File: config.mk
export PLATFORM = sky130hd
export DESIGN_NAME = ilen_predec
export DESIGN_NICKNAME = d
export VERILOG_FILES = /design/src/rtl/ilen_pkg.sv /design/src/rtl/ilen_row_match.sv /design/src/rtl/ilen_class_dec.sv /design/src/rtl/ilen_len_enc.sv /design/src/rtl/ilen_predec.sv
export SDC_FILE = /design/constraint.sdc
export NUM_CORES = 1
export LEC_CHECK = 0
export ABC_CLOCK_PERIOD_IN_PS = 1100
export BUFFER_PORTS_ARGS = -buffer_cell sky130_fd_sc_hd__buf_2
export CORE_MARGIN = 4
export CORE_UTILIZATION = 32
export CTS_BUF_LIST = sky130_fd_sc_hd__clkbuf_8
export DETAILED_ROUTE_END_ITERATION = 8
export GPL_TIMING_DRIVEN = 0
export PLACE_DENSITY = 0.6
export SYNTH_ARGS = -nofsm -noshare
export SYNTH_HDL_FRONTEND = slang
export SYNTH_SLANG_ARGS = --single-unit
File: constraint.sdc
create_clock -name clk_i -period 1.1 [get_ports clk_i]
set_clock_uncertainty 0.1 [all_clocks]
set_input_delay 0.33 -clock clk_i [delete_from_list [all_inputs] [get_ports clk_i]]
set_output_delay 0.33 -clock clk_i [all_outputs]
set_load 0.1 [all_outputs]
File: src/rtl/ilen_pkg.sv
package ilen_pkg;
  localparam int NUM_CLS   = 5;
  localparam int CLS_IDX_W = 3;
  localparam int LEN_W     = 4;

  typedef logic [CLS_IDX_W-1:0] cls_idx_t;

  localparam cls_idx_t CLS_C16 = 3'd0;
  localparam cls_idx_t CLS_W32 = 3'd1;
  localparam cls_idx_t CLS_P48 = 3'd2;
  localparam cls_idx_t CLS_P64 = 3'd3;
  localparam cls_idx_t CLS_VBK = 3'd4;

  // selector pair -> class; order is fixed by the opcode row
  function automatic cls_idx_t cls_of_sel(input int sel);
    case (sel)
      0:       return CLS_C16;
      1:       return CLS_P48;
      2:       return CLS_P64;
      3:       return CLS_VBK;
      default: return CLS_W32;
    endcase
  endfunction

  function automatic logic [LEN_W-1:0] len_of_cls(input cls_idx_t c);
    case (c)
      CLS_C16: return 4'd2;
      CLS_W32: return 4'd4;
      CLS_P48: return 4'd6;
      CLS_P64: return 4'd8;
      default: return 4'd0; // variable block resolved downstream
    endcase
  endfunction
endpackage

File: src/rtl/ilen_row_match.sv
module ilen_row_match #(
  parameter int HW_W  = 16,
  parameter int ROW_W = 3,
  parameter int SEL_W = 2
) (
  input  logic [HW_W-1:0]  hw_i,
  input  logic             esc_en_i,
  output logic             in_row_o,
  output logic [SEL_W-1:0] sel_o
);
  localparam int ROW_HI = HW_W - 1;
  localparam int ROW_LO = HW_W - ROW_W;
  localparam int SEL_LO = ROW_LO - SEL_W;

  assign in_row_o = esc_en_i && (hw_i[ROW_HI:ROW_LO] == '0);
  assign sel_o    = hw_i[ROW_LO-1:SEL_LO];
endmodule

File: src/rtl/ilen_class_dec.sv
module ilen_class_dec
  import ilen_pkg::*;
#(
  parameter int SEL_W = 2
) (
  input  logic               valid_i,
  input  logic               in_row_i,
  input  logic [SEL_W-1:0]   sel_i,
  output logic [NUM_CLS-1:0] cls_o
);
  localparam int NUM_SEL = 1 << SEL_W;

  logic [NUM_SEL-1:0] hit;

  for (genvar g = 0; g < NUM_SEL; g++) begin : g_hit
    assign hit[g] = in_row_i && (sel_i == SEL_W'(g));
  end

  always_comb begin
    cls_o = '0;
    if (valid_i) begin
      if (!in_row_i) cls_o[CLS_W32] = 1'b1;
      for (int s = 0; s < NUM_SEL; s++)
        if (hit[s]) cls_o[cls_of_sel(s)] = 1'b1;
    end
  end
endmodule

File: src/rtl/ilen_len_enc.sv
module ilen_len_enc
  import ilen_pkg::*;
(
  input  logic [NUM_CLS-1:0] cls_i,
  output logic [LEN_W-1:0]   len_o
);
  always_comb begin
    len_o = '0;
    for (int i = 0; i < NUM_CLS; i++)
      if (cls_i[i]) len_o = len_o | len_of_cls(cls_idx_t'(i));
  end
endmodule

File: src/rtl/ilen_predec.sv
module ilen_predec
  import ilen_pkg::*;
#(
  parameter int HW_W  = 16,
  parameter int ROW_W = 3,
  parameter int SEL_W = 2,
  localparam int PAY_W = HW_W - ROW_W - SEL_W
) (
  input  logic               clk_i,
  input  logic               rst_ni,
  input  logic               valid_i,
  input  logic               esc_en_i,
  input  logic [HW_W-1:0]    hw_i,
  output logic               valid_o,
  output logic [NUM_CLS-1:0] class_o,
  output logic [LEN_W-1:0]   len_o,
  output logic [PAY_W-1:0]   payload_o
);
  logic               in_row;
  logic [SEL_W-1:0]   sel;
  logic [NUM_CLS-1:0] cls_d;
  logic [LEN_W-1:0]   len_d;
  logic [PAY_W-1:0]   pay_d;

  ilen_row_match #(.HW_W(HW_W), .ROW_W(ROW_W), .SEL_W(SEL_W)) u_row (
    .hw_i     (hw_i),
    .esc_en_i (esc_en_i),
    .in_row_o (in_row),
    .sel_o    (sel)
  );

  ilen_class_dec #(.SEL_W(SEL_W)) u_cls (
    .valid_i  (valid_i),
    .in_row_i (in_row),
    .sel_i    (sel),
    .cls_o    (cls_d)
  );

  ilen_len_enc u_len (
    .cls_i (cls_d),
    .len_o (len_d)
  );

  assign pay_d = (valid_i && in_row) ? hw_i[PAY_W-1:0] : '0;

  always_ff @(posedge clk_i or negedge rst_ni) begin
    if (!rst_ni) begin
      valid_o   <= 1'b0;
      class_o   <= '0;
      len_o     <= '0;
      payload_o <= '0;
    end else begin
      valid_o   <= valid_i;
      class_o   <= cls_d;
      len_o     <= len_d;
      payload_o <= pay_d;
    end
  end

  p_latency_r2: assert property (@(posedge clk_i) disable iff (!rst_ni)
    valid_i |=> valid_o);
  p_idle_r10: assert property (@(posedge clk_i) disable iff (!rst_ni)
    !valid_i |=> (class_o == '0 && len_o == '0 && payload_o == '0));
  p_onehot_r10: assert property (@(posedge clk_i) disable iff (!rst_ni)
    valid_o |-> $countones(class_o) == 1);
  p_c16_len_r3: assert property (@(posedge clk_i) disable iff (!rst_ni)
    class_o[CLS_C16] |-> len_o == 4'd2);
  p_p48_len_r4: assert property (@(posedge clk_i) disable iff (!rst_ni)
    class_o[CLS_P48] |-> len_o == 4'd6);
  p_p64_len_r5: assert property (@(posedge clk_i) disable iff (!rst_ni)
    class_o[CLS_P64] |-> len_o == 4'd8);
  p_vbk_len_r6: assert property (@(posedge clk_i) disable iff (!rst_ni)
    class_o[CLS_VBK] |-> len_o == 4'd0);
  p_outside_row_r7: assert property (@(posedge clk_i) disable iff (!rst_ni)
    (valid_i && hw_i[HW_W-1 -: ROW_W] != '0) |=> class_o[CLS_W32]);
  p_esc_off_r8: assert property (@(posedge clk_i) disable iff (!rst_ni)
    (valid_i && !esc_en_i) |=> (class_o[CLS_W32] && len_o == 4'd4));
  p_w32_pay_r9: assert property (@(posedge clk_i) disable iff (!rst_ni)
    class_o[CLS_W32] |-> payload_o == '0);
endmodule

# Word level (Yosys, flattened, before mapping)
# Index checks and enable logic that the tools add are counted.
# W data, S select, Z words.
[totals]
ff_bits = 21
in_bits = 20
out_inout_bits = 21
[op_classes]
n_mux = 36
magnitude_cmp = 8
n_eq_ne = 3
reduce_logical = 12
n_bitwise = 8
[op_table]
columns = ["operator", "count"]
rows = [
  ["$mux W5", 8],
  ["$mux W4", 8],
  ["$mux W3", 8],
  ["$lt A3 B4 Y1 const B", 4],
  ["$or A4 B4 Y4", 4],
  ["$or A5 B5 Y5", 3],
  ["$demux W1 S3", 4],
  ["$ge A3 B1 Y1 const B", 4],
  ["$mux W11", 1],
  ["$logic_and A1 B1 Y1", 10],
  ["$mux W1", 6],
  ["$or A2 B5 Y5", 1],
  ["$eq A2 B2 Y1 const B", 2],
  ["$logic_not A3 Y1", 1],
  ["$eq A2 B1 Y1 const B", 1],
  ["$logic_not A2 Y1", 1],
  ["$mux W2", 1],
]

# Logic depth before layout (Yosys ltp)
[depth]
depth_word = 30
mapped_depth = 4
mapped_depth_nobuf = 2

# Modules after synthesis
# From an unflattened synthesis, not the netlist that was laid out.
[hier_totals]
hier_cells = 47
area_unflattened_um2 = 724.4
[by_module_without_submodules]
columns = ["mod", "cells_each", "area_per_inst_um2", "n_inst", "seq_area_each_um2"]
rows = [
  ["ilen_predec", 34, 614.3, 1, 525.5],
  ["ilen_class_dec", 5, 48.8, 1, 0.0],
  ["ilen_len_enc", 5, 31.3, 1, 0.0],
  ["ilen_row_match", 3, 30.0, 1, 0.0],
]

# Least setup slack after synthesis
# Ideal clock, no wire load.
[synth_timing]
kind = "flip-flop to output port"
startpoint = "register class_o[3] (netlist name)"
endpoint = "output len_o[3]"
path_stages_with_launch = 2
path_buffers = 1
setup_slack_ps = -654
t_required_ps = 670
t_arrival_ps = 1324
path_cell_list = "dfrtp_1 buf_4"
[synth_rtl]
columns = ["element", "line_no", "source"]
rows = [
  ["to (decl)", "ilen_predec.sv:16", "output logic [LEN_W-1:0] len_o,"],
]

==> flow_summary_export.csv <==
group,metric,value,unit
logic_synthesis,synthMuxAreaShare,0,%
logic_synthesis,synth-xor-area-share,0,%
floorplan,die_height,56.6,µm
min_path,whs_path_depth,1,
layout,seq_area,489,µm²
layout,multi_input_area,293,µm²
power,power_frac_clock,30.6,%
sta,finalSetupTns,-5.54,ns
power,netSwitchingFraction,27.6,%
sta,finalHoldViolCount,0,
detailed_routing,first_pass_iters,2,
detailed_routing,wire_per_inst,12.6,µm
detailed_routing,drt_iter0_markers,3,
layout,nFillCells,177,
critical_path,cp.required,0.67,ns
logic_synthesis,ys_warn_count,0,
min_path,hold_path_end,"valid_o$_DFF_PN0_",
logic_synthesis,synthSimpleGateAreaFrac,22.4,%
cts,root_buffer,"clkbuf_8",
logic_synthesis,netlist_instances,59,
detailed_routing,viasPerCell,4.26,
layout,final_util,63.5,%
logic_synthesis,synth_top_area_cell,"dfrtp_1",
critical_path,crit_type,"reg -> out",
critical_path,critical_path.slowest_cell,"dfrtp_4",
sta,setup_viol,38,
logic_synthesis,synth_edf_count,0,
critical_path,cp-end-kind,"output pin",
cts,cts_buffers,3,
global_routing,antenna_found_initial,0,
power,p_sw,402,µW
cts,clock_path_buffers,2,
layout,drive_gt1_share,73.6,%
logic_synthesis,ys_async_sr_fraction,100,%
logic_synthesis,synth.avg_cell_area,12.8,µm²
global_routing,grt_start_max_net_pins,20,
logic_synthesis,synth-compound-area-share,0.993,%
layout,antenna_cells,0,
critical_path,cp_cell_sequence,"buf_6, buf_12",
logic_synthesis,netlist_area,756,µm²
logic_synthesis,synth_area_leaders,"dfrtp_1, nor3_2, inv_1",
place,port_buffers,39,
cts,clock-sinks,19,
critical_path,crit_arrival,1.00,ns
min_path,min_from,"valid_i",
sta,setup_slack,-0.327,ns
floorplan,io_pins,41,
logic_synthesis,synth-seq-cells,19,
floorplan,rows,17,
sta,maxSlewViolCount,0,
global_routing,grt_pass1_wl,2810,µm
global_routing,grt_use_total,11.3,%
global_routing,grt-ovfl-total,0,
power,total_power,1.46,mW
logic_synthesis,yosys.cell_count.top_type,"dfrtp_1",
status,violations,"negative setup slack",
floorplan,start_util,33.8,%
layout,nets,127,
floorplan,die_x,56.6,µm
critical_path,path_max_fanout,2,
logic_synthesis,synthAdderAreaFrac,0,%
detailed_routing,detail-route-antenna-nets,0,
power,combPwrFrac,20.2,%
logic_synthesis,synth_common_cells,"dfrtp_1, inv_1, nor3_2, nor3_1",
critical_path,start_kind,"flip-flop",
place,place_congestion,0.691,
power,p_int,1.06,mW
floorplan,dieArea,3200,µm²
place,dp_slack,-0.435,ns
sta,rsz0062_at_grt,"yes",
critical_path,cp.buffers_inverters,2,
power,p_per_area,1030,nW/µm²
detailed_routing,via_count,571,
detailed_routing,drc_errors,0,
detailed_routing,routed_wl,1690,µm
logic_synthesis,synth-seq-area-share,62.9,%
logic_synthesis,synth_top_area_share,62.9,%
power,vdd_drop_max,0.641,mV
status,status,"finished, violations left",
cts,clk_pin_slew_worst_paths,0.06,ns
min_path,hp-class,"in -> reg",
critical_path,crit_family,"flip-flops",
sta,min_period,1.43,ns
sta,fmax,0.701,GHz
cts,htreeDepth,1,
cts,cts_tree,"built",
power,p_leak,0.691,nW
place,dp_cells,126,
sta,fin_crit_sh,130,%
power,seqPwrFrac,49.3,%
floorplan,core_region_area,2230,µm²
logic_synthesis,synth_nets,79,
logic_synthesis,synth_top_family_by_area,"simple AND/OR/NAND/NOR gates",
layout,fin_cells,134,
place,hpwlAfterDp,1090,µm
logic_synthesis,synth_cell_types,17,
logic_synthesis,synthFlopType,"dfrtp_1",
critical_path,slowest_delay,0.48,ns
flow_run,drv_cap,0,
global_routing,grt_pass1_vias,594,
layout,areaGrowthSynthToFinish,87.6,%
==> per-stage QoR <==
stage,instance area [µm²],hold slack [ns]
CTS,1340,0.135
floorplan,773,-0.0656
detailed placement,1000,0.182
finish,1420,0.162
global route,1420,0.152
global placement,1000,0.177
==> state kept, by name (all words and copies together) (netlist names) <==
signal and cells:
payload_o 11, class_o 5, len_o 2, valid_o 1
==> layer usage <==
layer  vias up  routed length, µm  share of wire, %  global-route usage, %
li1        279                  -                 -                      -
met1       273                630                37                   13.2
met2        17                964                57                   20.6
met3         2                 77               4.5                   1.61
met4         0                 21               1.2                   4.07
met5         -                  0                 0                      0
==> cell type report <==
cell class	instances	share of cell area [%]
plain buffers	4	3.27
clock buffers	3	2.91
clock inverters	1	0.265
inverters	13	3.71
multi-input cells	23	20.7
flip-flops and latches	19	34.5
well taps	28	2.47
repair buffers	43	32.2
==> what timing repair did <==
action | 4_1_cts | 5_1_grt
pin swaps | 4 | 1
endpoints found under the hold margin | 19 | 0
hold buffers | 1 | 0
resized for setup | 67 | 14
endpoints found under the setup margin | 38 | 38
buffers inserted | 2 | 0
gates cloned | 2 | 0
==> layout by cell type, fill, tap and decap left out, types with 2 or more instances in the layout <==
cell type | netlist | routed
buf_2 | 1 | 17
inv_1 | 13 | 13
buf_8 | 0 | 11
buf_6 | 1 | 10
dfrtp_1 | 19 | 10
nor3_4 | 1 | 8
dfrtp_2 | 0 | 8
nor3_2 | 9 | 5
buf_12 | 1 | 4
clkbuf_8 | 0 | 3
or4b_4 | 0 | 2
nor4_4 | 0 | 2
buf_4 | 2 | 2
==> worst max-delay path by stage <==
stage | startpoint | to | slack (ns) | cells after the start
4_1_cts | class_o[3]$_DFF_PN0_ | len_o[3] | -0.33 | 2
3_5_place_dp | hw_i[14] | payload_o[9]$_DFF_PN0_ | -0.44 | 5
2_1_floorplan | hw_i[14] | payload_o[0]$_DFF_PN0_ | -0.29 | 4
5_1_grt | class_o[3]$_DFF_PN0_ | len_o[3] | -0.37 | 2
6_report | class_o[3]$_DFF_PN0_ | len_o[3] | -0.33 | 2
3_3_place_gp | hw_i[14] | payload_o[8]$_DFF_PN0_ | -0.42 | 5
==> kinds of logic (layout without fill, tap and decap cells) <==
kind of cell           Yosys count  in the layout
AO/OA/AOI/OAI                    1              1
buffers and inverters           18             64
flip-flops                      19             19
other                            1              1
AND/OR/NAND/NOR                 20             21
==> power groups by stage <==
stage / clock network [mW] / registers (mW) / logic (mW)
floorplan: 0 / 0.813 / 0.0668
global placement: 0 / 0.727 / 0.218
detailed placement: 0 / 0.727 / 0.221
CTS: 0.454 / 0.718 / 0.270
global route: 0.502 / 0.718 / 0.312
finish: 0.446 / 0.718 / 0.294
Note: power is estimated with default switching activity, not from simulation.
